### config.mk
export PLATFORM = sky130hd
export DESIGN_NAME = pwm_frac_top
export DESIGN_NICKNAME = d
export VERILOG_FILES = /design/src/rtl/pwm_frac_pkg.sv /design/src/rtl/pwm_frac_regif.sv /design/src/rtl/pwm_frac_cfg.sv /design/src/rtl/pwm_frac_core.sv /design/src/rtl/pwm_frac_top.sv
export SDC_FILE = /design/constraint.sdc
export NUM_CORES = 1
export LEC_CHECK = 0
export BUFFER_PORTS_ARGS = -buffer_cell sky130_fd_sc_hd__buf_2
export CAP_MARGIN = 0
export CELL_PAD_IN_SITES_DETAIL_PLACEMENT = 0
export CELL_PAD_IN_SITES_GLOBAL_PLACEMENT = 2
export CORE_ASPECT_RATIO = 0.75
export CORE_MARGIN = 2
export CORE_UTILIZATION = 32
export CTS_CLUSTER_DIAMETER = 40
export DETAILED_ROUTE_END_ITERATION = 12
export PLACE_DENSITY_LB_ADDON = 0.05
export SYNTH_ARGS = -nofsm -noshare
export SYNTH_HDL_FRONTEND = slang
export SYNTH_HIERARCHICAL = 1
export SYNTH_SLANG_ARGS = --single-unit
### constraint.sdc
create_clock -name clk_i -period 3 [get_ports clk_i]
set_clock_uncertainty 0.15 [all_clocks]
set_input_delay 0.3 -clock clk_i [delete_from_list [all_inputs] [get_ports clk_i]]
set_output_delay 0.3 -clock clk_i [all_outputs]
set_load 0.1 [all_outputs]
### src/rtl/pwm_frac_pkg.sv
package pwm_frac_pkg;
  localparam int unsigned DATA_W     = 32;
  localparam int unsigned EN_BIT     = 31;
  localparam int unsigned UPD_BIT    = 30;
  localparam int unsigned BASE_LSB   = 8;
  localparam int unsigned BASE_W     = 16;
  localparam int unsigned DIV_W      = 8;
  localparam int unsigned STRIDE_LSB = 10;

  typedef struct packed {
    logic [BASE_W-1:0] base;
    logic [DIV_W-1:0]  div;
  } pwm_cfg_t;

  function automatic logic [DATA_W-1:0] ctrl_word(input logic en, input logic pend,
                                                  input pwm_cfg_t cfg);
    logic [DATA_W-1:0] w;
    w = '0;
    w[EN_BIT]  = en;
    w[UPD_BIT] = pend;
    w[BASE_LSB +: BASE_W] = cfg.base;
    w[DIV_W-1:0] = cfg.div;
    return w;
  endfunction

  function automatic pwm_cfg_t ctrl_cfg(input logic [DATA_W-1:0] w);
    pwm_cfg_t c;
    c.base = w[BASE_LSB +: BASE_W];
    c.div  = w[DIV_W-1:0];
    return c;
  endfunction
endpackage

### src/rtl/pwm_frac_regif.sv
module pwm_frac_regif
  import pwm_frac_pkg::*;
#(
  parameter int unsigned N_CH   = 3,
  parameter int unsigned ADDR_W = 12
) (
  input  logic                          clk_i,
  input  logic                          rst_ni,
  input  logic                          req_i,
  input  logic                          we_i,
  input  logic [ADDR_W-1:0]             addr_i,
  input  logic [N_CH-1:0][DATA_W-1:0]   rd_words_i,
  output logic [N_CH-1:0]               wr_sel_o,
  output logic [DATA_W-1:0]             rdata_o
);
  localparam int unsigned CH_W = ADDR_W - STRIDE_LSB;

  logic [CH_W-1:0]   ch_idx;
  logic              hit;
  logic [DATA_W-1:0] rd_mux;

  assign ch_idx = addr_i[ADDR_W-1:STRIDE_LSB];
  assign hit    = (addr_i[STRIDE_LSB-1:0] == '0) && (32'(ch_idx) < N_CH);

  for (genvar g = 0; g < N_CH; g++) begin : g_sel
    assign wr_sel_o[g] = req_i & we_i & hit & (ch_idx == CH_W'(g));
  end

  always_comb begin
    rd_mux = '0;
    for (int k = 0; k < N_CH; k++) begin
      if (ch_idx == CH_W'(k)) rd_mux = rd_words_i[k];
    end
  end

  always_ff @(posedge clk_i or negedge rst_ni) begin
    if (!rst_ni)                  rdata_o <= '0;
    else if (req_i && !we_i && hit) rdata_o <= rd_mux;
    else                          rdata_o <= '0;
  end

  // read data only follows a read request
  a_r2_rdata_idle: assert property (@(posedge clk_i) disable iff (!rst_ni)
    !(req_i && !we_i) |=> rdata_o == '0);

  // at most one channel selected per write
  a_r3_one_select: assert property (@(posedge clk_i) disable iff (!rst_ni)
    $onehot0(wr_sel_o));
endmodule

### src/rtl/pwm_frac_cfg.sv
module pwm_frac_cfg
  import pwm_frac_pkg::*;
(
  input  logic              clk_i,
  input  logic              rst_ni,
  input  logic              wr_i,
  input  logic [DATA_W-1:0] wdata_i,
  input  logic              boundary_i,
  output logic              en_o,
  output pwm_cfg_t          act_o,
  output logic [DATA_W-1:0] word_o
);
  logic     en_q, pend_q, commit;
  pwm_cfg_t sh_q, act_q;
  logic     unused_bits;

  assign unused_bits = ^wdata_i[UPD_BIT-1:BASE_LSB+BASE_W];
  assign commit      = pend_q & boundary_i;

  always_ff @(posedge clk_i or negedge rst_ni) begin
    if (!rst_ni) begin
      en_q   <= 1'b0;
      pend_q <= 1'b0;
      sh_q   <= '0;
      act_q  <= '0;
    end else begin
      if (commit) act_q <= sh_q;
      pend_q <= (pend_q & ~commit) | (wr_i & wdata_i[UPD_BIT]);
      if (wr_i) begin
        en_q <= wdata_i[EN_BIT];
        sh_q <= ctrl_cfg(wdata_i);
      end
    end
  end

  assign en_o   = en_q;
  assign act_o  = act_q;
  assign word_o = ctrl_word(en_q, pend_q, sh_q);

  // live settings move only on a commit
  a_r6_act_hold: assert property (@(posedge clk_i) disable iff (!rst_ni)
    !commit |=> $stable(act_q));

  // commit takes the shadow as it stood before the edge
  a_r7_commit_copy: assert property (@(posedge clk_i) disable iff (!rst_ni)
    commit |=> act_q == $past(sh_q));

  // pending clears on commit unless re-requested
  a_r7_pend_clear: assert property (@(posedge clk_i) disable iff (!rst_ni)
    commit && !(wr_i && wdata_i[UPD_BIT]) |=> !pend_q);

  // pending survives until a boundary
  a_r7_pend_sticky: assert property (@(posedge clk_i) disable iff (!rst_ni)
    pend_q && !boundary_i |=> pend_q);
endmodule

### src/rtl/pwm_frac_core.sv
module pwm_frac_core
  import pwm_frac_pkg::*;
(
  input  logic     clk_i,
  input  logic     rst_ni,
  input  logic     en_i,
  input  pwm_cfg_t act_i,
  output logic     pwm_o,
  output logic     boundary_o
);
  logic [BASE_W-1:0] acc_q;
  logic [BASE_W:0]   sum;
  logic              en_d_q, run, start, wrap;

  assign run        = en_i & en_d_q;
  assign start      = en_i & ~en_d_q;
  assign sum        = {1'b0, acc_q} + {1'b0, act_i.base};
  assign wrap       = run & sum[BASE_W];
  assign boundary_o = start | wrap;

  always_ff @(posedge clk_i or negedge rst_ni) begin
    if (!rst_ni) begin
      en_d_q <= 1'b0;
      acc_q  <= '0;
    end else begin
      en_d_q <= en_i;
      acc_q  <= run ? sum[BASE_W-1:0] : '0;
    end
  end

  assign pwm_o = run & (acc_q[BASE_W-1 -: DIV_W] >= act_i.div);

  // a carry leaves the phase below where it was
  a_r4_wrap_back: assert property (@(posedge clk_i) disable iff (!rst_ni)
    en_i && en_d_q && boundary_o |=> acc_q < $past(acc_q));

  // zero threshold keeps a running output high
  a_r5_full_duty: assert property (@(posedge clk_i) disable iff (!rst_ni)
    en_i && en_d_q && act_i.div == '0 |-> pwm_o);

  // disabled channel parks its phase at zero
  a_r8_acc_idle: assert property (@(posedge clk_i) disable iff (!rst_ni)
    !en_i |=> acc_q == '0);

  // first enabled clock restarts the phase
  a_r8_start_zero: assert property (@(posedge clk_i) disable iff (!rst_ni)
    en_i && !en_d_q |=> acc_q == '0);
endmodule

### src/rtl/pwm_frac_top.sv
module pwm_frac_top
  import pwm_frac_pkg::*;
#(
  parameter int unsigned N_CH   = 3,
  parameter int unsigned ADDR_W = STRIDE_LSB + ((N_CH > 1) ? $clog2(N_CH) : 1)
) (
  input  logic              clk_i,
  input  logic              rst_ni,
  input  logic              req_i,
  input  logic              we_i,
  input  logic [ADDR_W-1:0] addr_i,
  input  logic [DATA_W-1:0] wdata_i,
  output logic [DATA_W-1:0] rdata_o,
  output logic [N_CH-1:0]   pwm_o
);
  logic [N_CH-1:0]             wr_sel;
  logic [N_CH-1:0][DATA_W-1:0] words;

  pwm_frac_regif #(.N_CH(N_CH), .ADDR_W(ADDR_W)) u_regif (
    .clk_i      (clk_i),
    .rst_ni     (rst_ni),
    .req_i      (req_i),
    .we_i       (we_i),
    .addr_i     (addr_i),
    .rd_words_i (words),
    .wr_sel_o   (wr_sel),
    .rdata_o    (rdata_o)
  );

  for (genvar g = 0; g < N_CH; g++) begin : g_ch
    logic     en, boundary;
    pwm_cfg_t act;

    pwm_frac_cfg u_cfg (
      .clk_i      (clk_i),
      .rst_ni     (rst_ni),
      .wr_i       (wr_sel[g]),
      .wdata_i    (wdata_i),
      .boundary_i (boundary),
      .en_o       (en),
      .act_o      (act),
      .word_o     (words[g])
    );

    pwm_frac_core u_core (
      .clk_i      (clk_i),
      .rst_ni     (rst_ni),
      .en_i       (en),
      .act_i      (act),
      .pwm_o      (pwm_o[g]),
      .boundary_o (boundary)
    );
  end
endmodule

# Word level (Yosys, flattened, before mapping)
# Index checks and enable logic that the tools add are counted.
# classes
add_sub_neg,3
order_cmp,4
n_eq_ne,2
muxes,7
bitwise_logic,38
reduce_logical,6
# ops
cell,count
two-way mux 32 bit,4
adder 16 x 16 -> 17 bit,3
two-way mux 16 bit,3
bitwise AND 1 bit,26
greater-or-equal comparator 8 bit,3
logical NOT 10 bit,1
NOT 1 bit,6
bitwise OR 1 bit,6
logical AND 1 bit,3
== test 2 x 1 -> 1 bit (second input constant),1
== test 2 bit (second input constant),1
logical NOT 2 bit,1
less-than comparator 2 bit (second input constant),1
logical NOT 1 bit,1
# totals
reg_bits,233
input_bits,48
out_inout_bits,35
word_cells,85

# Depth between registers and ports, before layout
# logic_depth
word_depth,7
mapped_depth,12
ltp_nobuf,11

# Hierarchy
# The synthesis kept the hierarchy.
# by_module_without_submodules
module,instances,cells_per_inst,area_each_um2,seq_area_each_um2
pwm_frac_cfg,3,117,2016.9,1251.2
pwm_frac_core (g_ch[0].u_core ...),2,161,1427.6,425.4
pwm_frac_regif,1,189,1759.2,800.8
pwm_frac_core (g_ch[2].u_core),1,170,1515.2,425.4

# Least setup slack after synthesis
# Ideal clock, no wire load.
# synth_timing
path_type,reg2out
from,register g_ch[0].u_cfg.act_q (netlist bit g_ch[0].u_cfg/act_o[0])
to,output pwm_o[0]
t_arrival_ns,3.254
required_time_ns,2.550
slack_ns,-0.704
path_stages_with_launch,8
n_path_buf,0
path_cell_list,dfrtp_1 -> ha_1 -> nand2b_1 -> a21o_1 -> a21oi_1 -> nor2b_1 -> o2111ai_1 -> a211oi_1
# synth_between
elab_chain_cells,2
# synth_rtl
item,line,text
"start, declared",pwm_frac_cfg.sv:14,"pwm_cfg_t sh_q, act_q;"
"start signal, assigned",pwm_frac_cfg.sv:27,if (commit) act_q <= sh_q;
greater-or-equal comparator 8 bit,pwm_frac_core.sv:31,assign pwm_o = run & (acc_q[BASE_W-1 -: DIV_W] >= act_i.div);
bitwise AND 1 bit,pwm_frac_core.sv:31,
"end, declared",pwm_frac_top.sv:14,output logic [N_CH-1:0] pwm_o
# No other way between the ends.

# Worst setup path in the final report
# layout_timing
from,register g_ch[2].u_cfg.act_q (netlist bit g_ch[2].u_cfg/act_o[0])
to,output pwm_o[2]
# layout_between
elab_chain_cells,2
# layout_rtl
item,line
"start, declared",pwm_frac_cfg.sv:14
"start signal, assigned",pwm_frac_cfg.sv:27
greater-or-equal comparator 8 bit,pwm_frac_core.sv:31
bitwise AND 1 bit,pwm_frac_core.sv:31
# No other way between the ends.

==> flow_summary_export.csv <==
group,metric,value,unit
status,status,"complete, no violations",
critical_path,path_cells,"ha_1 > nand2b_4 > a21o_4 > a21oi_2 > nor2b_1 > o2111ai_2 > a211oi_4 > buf_12",
critical_path,endpoint_kind,"output pin",
detailed_routing,ant_nets,0,
critical_path,cp.required,2.55,ns
sta,fin_crit,2.87,ns
clocking,numCtsBuffers,38,
cells_and_area,postLayoutCellArea,15100,um^2
floorplanning,io-pin-count,83,
sta,post-route-period-util,95.6,%
placed_design,io_buffers,76,
floorplanning,dieArea,39700,um^2
placed_design,dpl.cell_count,1607,
placed_design,hpwl,23400,um
detailed_routing,vias,8036,
power_and_ir_drop,peakVddDrop,0.365,mV
power_and_ir_drop,p_leak,7.42,nW
detailed_routing,wl_per_cell,19.6,um
clocking,htreeDepth,2,
synthesis,ys_ff_latch,233,
worst_hold_path,hp-class,"in -> reg",
power_and_ir_drop,seq_power_share,39.6,%
floorplanning,rows,61,
detailed_routing,first_pass_iters,4,
detailed_routing,drt_iter0_drc,426,
critical_path,crit_family,"compound AO/OA/AOI/OAI gates",
sta,setup_violations,0,
global_route,antenna_found_initial,0,
clocking,root_buffer,"clkbuf_16",
sta,worstMarginPinSlew,0.631,ns
critical_path,worstSetupPathType,"reg -> out",
critical_path,arrival,2.42,ns
placed_design,place_area,13200,um^2
detailed_routing,drc_errors,0,
critical_path,cp_slowest_cell,"a211oi_4",
power_and_ir_drop,p_int,6.15,mW
flow_run,drv_cap,0,
synthesis,netlist_instances,1032,
power_and_ir_drop,p_per_area,530,nW/um^2
sta,clock.fmax,349,MHz
synthesis,yosysSeqAreaShare,47.9,%
synthesis,synth_edf_count,0,
cells_and_area,finalNonFillerCells,1711,
power_and_ir_drop,clock_power_share,57.7,%
sta,maxSlewHeadroom,57.9,%
floorplanning,chipWidth,229,um
sta,timing.hold.ws,0.147,ns
clocking,clk_pin_slew,0.05,ns
floorplanning,initial_core_util,32.6,%
sta,rsz0062_at_grt,"false",
cells_and_area,drive_gt1_share,34.1,%
synthesis,yosys.cell_types.count,53,
placed_design,routabilityCongestion,0.783,
global_route,grt_max_degree,72,
critical_path,crit_buf_inv,1,
power_and_ir_drop,p_sw_share,22.9,%
critical_path,cp-start-kind,"flop",
floorplanning,dieHeight,173,um
cells_and_area,area_growth,23.6,%
clocking,cts_tree,"done",
synthesis,synthArstFlopShare,100,%
synthesis,postSynthAreaPerCell,11.8,um^2
synthesis,synth_ff_type,"dfrtp_1",
clocking,cts_sinks,233,
global_route,grt_pass1_vias,8243,
cells_and_area,fillers,3604,
sta,hold_viol,0,
placed_design,pre_cts_ws,-0.0352,ns
cells_and_area,fin_util,40.3,%
critical_path,cp_max_fo,2,
power_and_ir_drop,combPwrFrac,2.8,%
synthesis,yosys_warnings,6,
critical_path,crit_path_max_incr_delay,0.40,ns
clocking,insertion_delay,0.53,ns
floorplanning,fp.coreArea,37300,um^2
synthesis,syn_area,12200,um^2
global_route,track_usage,17.1,%
power_and_ir_drop,p_switching,1.82,mW
global_route,grt_overflow,0,
sta,setup_ws,0.131,ns
clocking,clockBufferDepth,3,
global_route,grt_pass1_wl,51600,um
detailed_routing,vias_per_cell,4.70,
detailed_routing,drt_wl_total,33600,um
sta,maxSlewViolCount,0,
cells_and_area,fin_nets,1299,
## sequential cells by signal, indices dropped and copies added (netlist names)
name,flops
g_ch.u_core/en_d_q,3
g_ch.u_cfg/act_o,72
u_regif/rdata_o,32
g_ch.u_core/acc_q,48
g_ch.u_cfg/word_o,72
g_ch.u_cfg/en_o,3
g_ch.u_cfg/pend_q,3
## worst min-delay path: cells and delay by family
family / cells / cell delay, ns
buffers and inverters: 1 / 0.11
muxes: 1 / 0.21
and+or+nand+nor: 2 / 0.17
## power by group through the flow
stage / combinational [mW] / sequential (mW) / clock [mW]
2_1_floorplan: 0.0710 / 3.21 / 0
3_3_place_gp: 0.202 / 3.21 / 0
3_5_place_dp: 0.201 / 3.21 / 0
4_1_cts: 0.229 / 3.15 / 4.71
5_1_grt: 0.251 / 3.15 / 4.87
6_report: 0.221 / 3.15 / 4.60
## metrics by stage
step | setup TNS [ns] | power [mW]
global placement | -0.428 | 3.41
global route | 0 | 8.27
detailed placement | -0.514 | 3.41
CTS | 0 | 8.09
finish | 0 | 7.97
floorplan | 0 | 3.28
## placed cells by master (no fill, tap or decap), types with 4 or more instances in the layout
cell type	n
nor2b_1	10
nand3_1	12
o21a_1	12
nor2_1	49
o21ai_0	27
inv_1	39
mux2_2	87
nor3_1	18
xnor2_1	14
a21boi_0	4
clkbuf_16	42
xor2_1	4
buf_4	35
clkbuf_8	6
nand2_2	4
dfrtp_1	233
a21o_1	20
mux2i_1	37
dlygate4sd3_1	27
nand2b_1	8
a21oi_1	65
buf_2	72
o21ai_1	5
clkinvlp_4	4
clkinv_4	5
inv_6	6
buf_12	10
nand2_1	61
mux2_4	60
and3_1	5
or2_2	38
a31oi_1	9
a211oi_1	15
conb_1	18
nand4_1	4
ha_1	72
## path summary, 6_finish.rpt
check	start	to	slack, ns	cells after the start
worst max-delay path	g_ch[2].u_cfg/act_o[0]	pwm_o[2]	0.13	8
worst min-delay path	addr_i[11]	g_ch[0].u_cfg/word_o[23]	0.15	4
worst max register to register	g_ch[1].u_cfg/act_o[8]	g_ch[1].u_cfg/act_o[7]	0.19	13
worst min register to register	g_ch[2].u_cfg/act_o[7]	g_ch[2].u_cfg/act_o[7]	0.35	1
max in group asynchronous	rst_ni	g_ch[1].u_cfg/word_o[21]	1.60	3
min in group asynchronous	rst_ni	u_regif/rdata_o[13]	0.21	2
## cell type report
cell class | count | area, um^2 | share of cell area (%)
multi-input combinational | 715 | 5920 | 39.4
inverter | 39 | 146 | 0.973
tap | 504 | 631 | 4.19
timing repair buffer | 149 | 1170 | 7.78
clock buffer | 49 | 1120 | 7.41
sequential | 233 | 5830 | 38.7
antenna | 1 | 2.50 | 0.0166
clock inverter | 21 | 231 | 1.54
## synthesized netlist by cell type (3+ instances only)
master     count  area share (%)
dfrtp_1      233              48
mux2_2        87             8.0
ha_1          72             7.4
a21oi_1       67             2.8
nand2_1       61             1.9
mux2_4        60             7.4
nor2_1        51             1.6
inv_1         39             1.2
or2_2         38             2.0
mux2i_1       37             3.0
o21ai_0       28             1.2
buf_4         27             1.7
a21o_1        21             1.3
nor3_1        19            0.78
a211oi_1      18             1.1
buf_6         16             1.5
xnor2_1       14             1.0
a31oi_1       12            0.62
nand3_1       12            0.49
o21a_1        12            0.74
clkbuf_1      11            0.34
nor2b_1       11            0.57
nand2b_1       9            0.46
a21boi_0       6            0.37
buf_2          6            0.25
and3_1         5            0.26
nand2_2        4            0.21
nand4_1        4            0.21
o2111ai_1      4            0.29
o21ai_1        4            0.16
xor2_1         4            0.29
conb_1         3           0.092
fa_1           3            0.49
nor2b_4        3            0.34
nor4_1         3            0.15
o31a_1         3            0.22
## cells by family (layout without fill, tap and decap cells)
logic type                 after synthesis  count (layout)  synth area share [%]
AOI/OAI and AO/OA                      191             191                  9.99
xor gates and xnor gates                18              18                  1.29
adders and majority gates               75              75                  7.89
buffers and inverters                   99             258                  4.93
DFF                                    233             233                  47.9
muxes                                  184             184                  18.5
other                                    3              19                0.0924
and+or+nand+nor                        229             229                  9.45
## metal layers
metal  vias to the layer above  global-route usage, %  part of all wire, %
met4                         0                   4.11                  1.7
met2                       128                   23.2                   39
met5                         -                      0                    0
met3                        46                   3.51                  4.9
met1                      3933                   27.1                   54
li1                       3929                      -                    -
## repair_timing
| item | 4_1_cts | 5_1_grt |
|---|---|---|
| gates resized for setup | 4 | 26 |
| hold buffers | 27 | 0 |
| pin swaps | 0 | 9 |
| endpoints found under the hold margin | 145 | 0 |
| gates cloned | 0 | 1 |
| setup buffers | 0 | 5 |
| setup endpoints to repair | 38 | 75 |
Note: power is estimated with default switching activity, not from simulation.
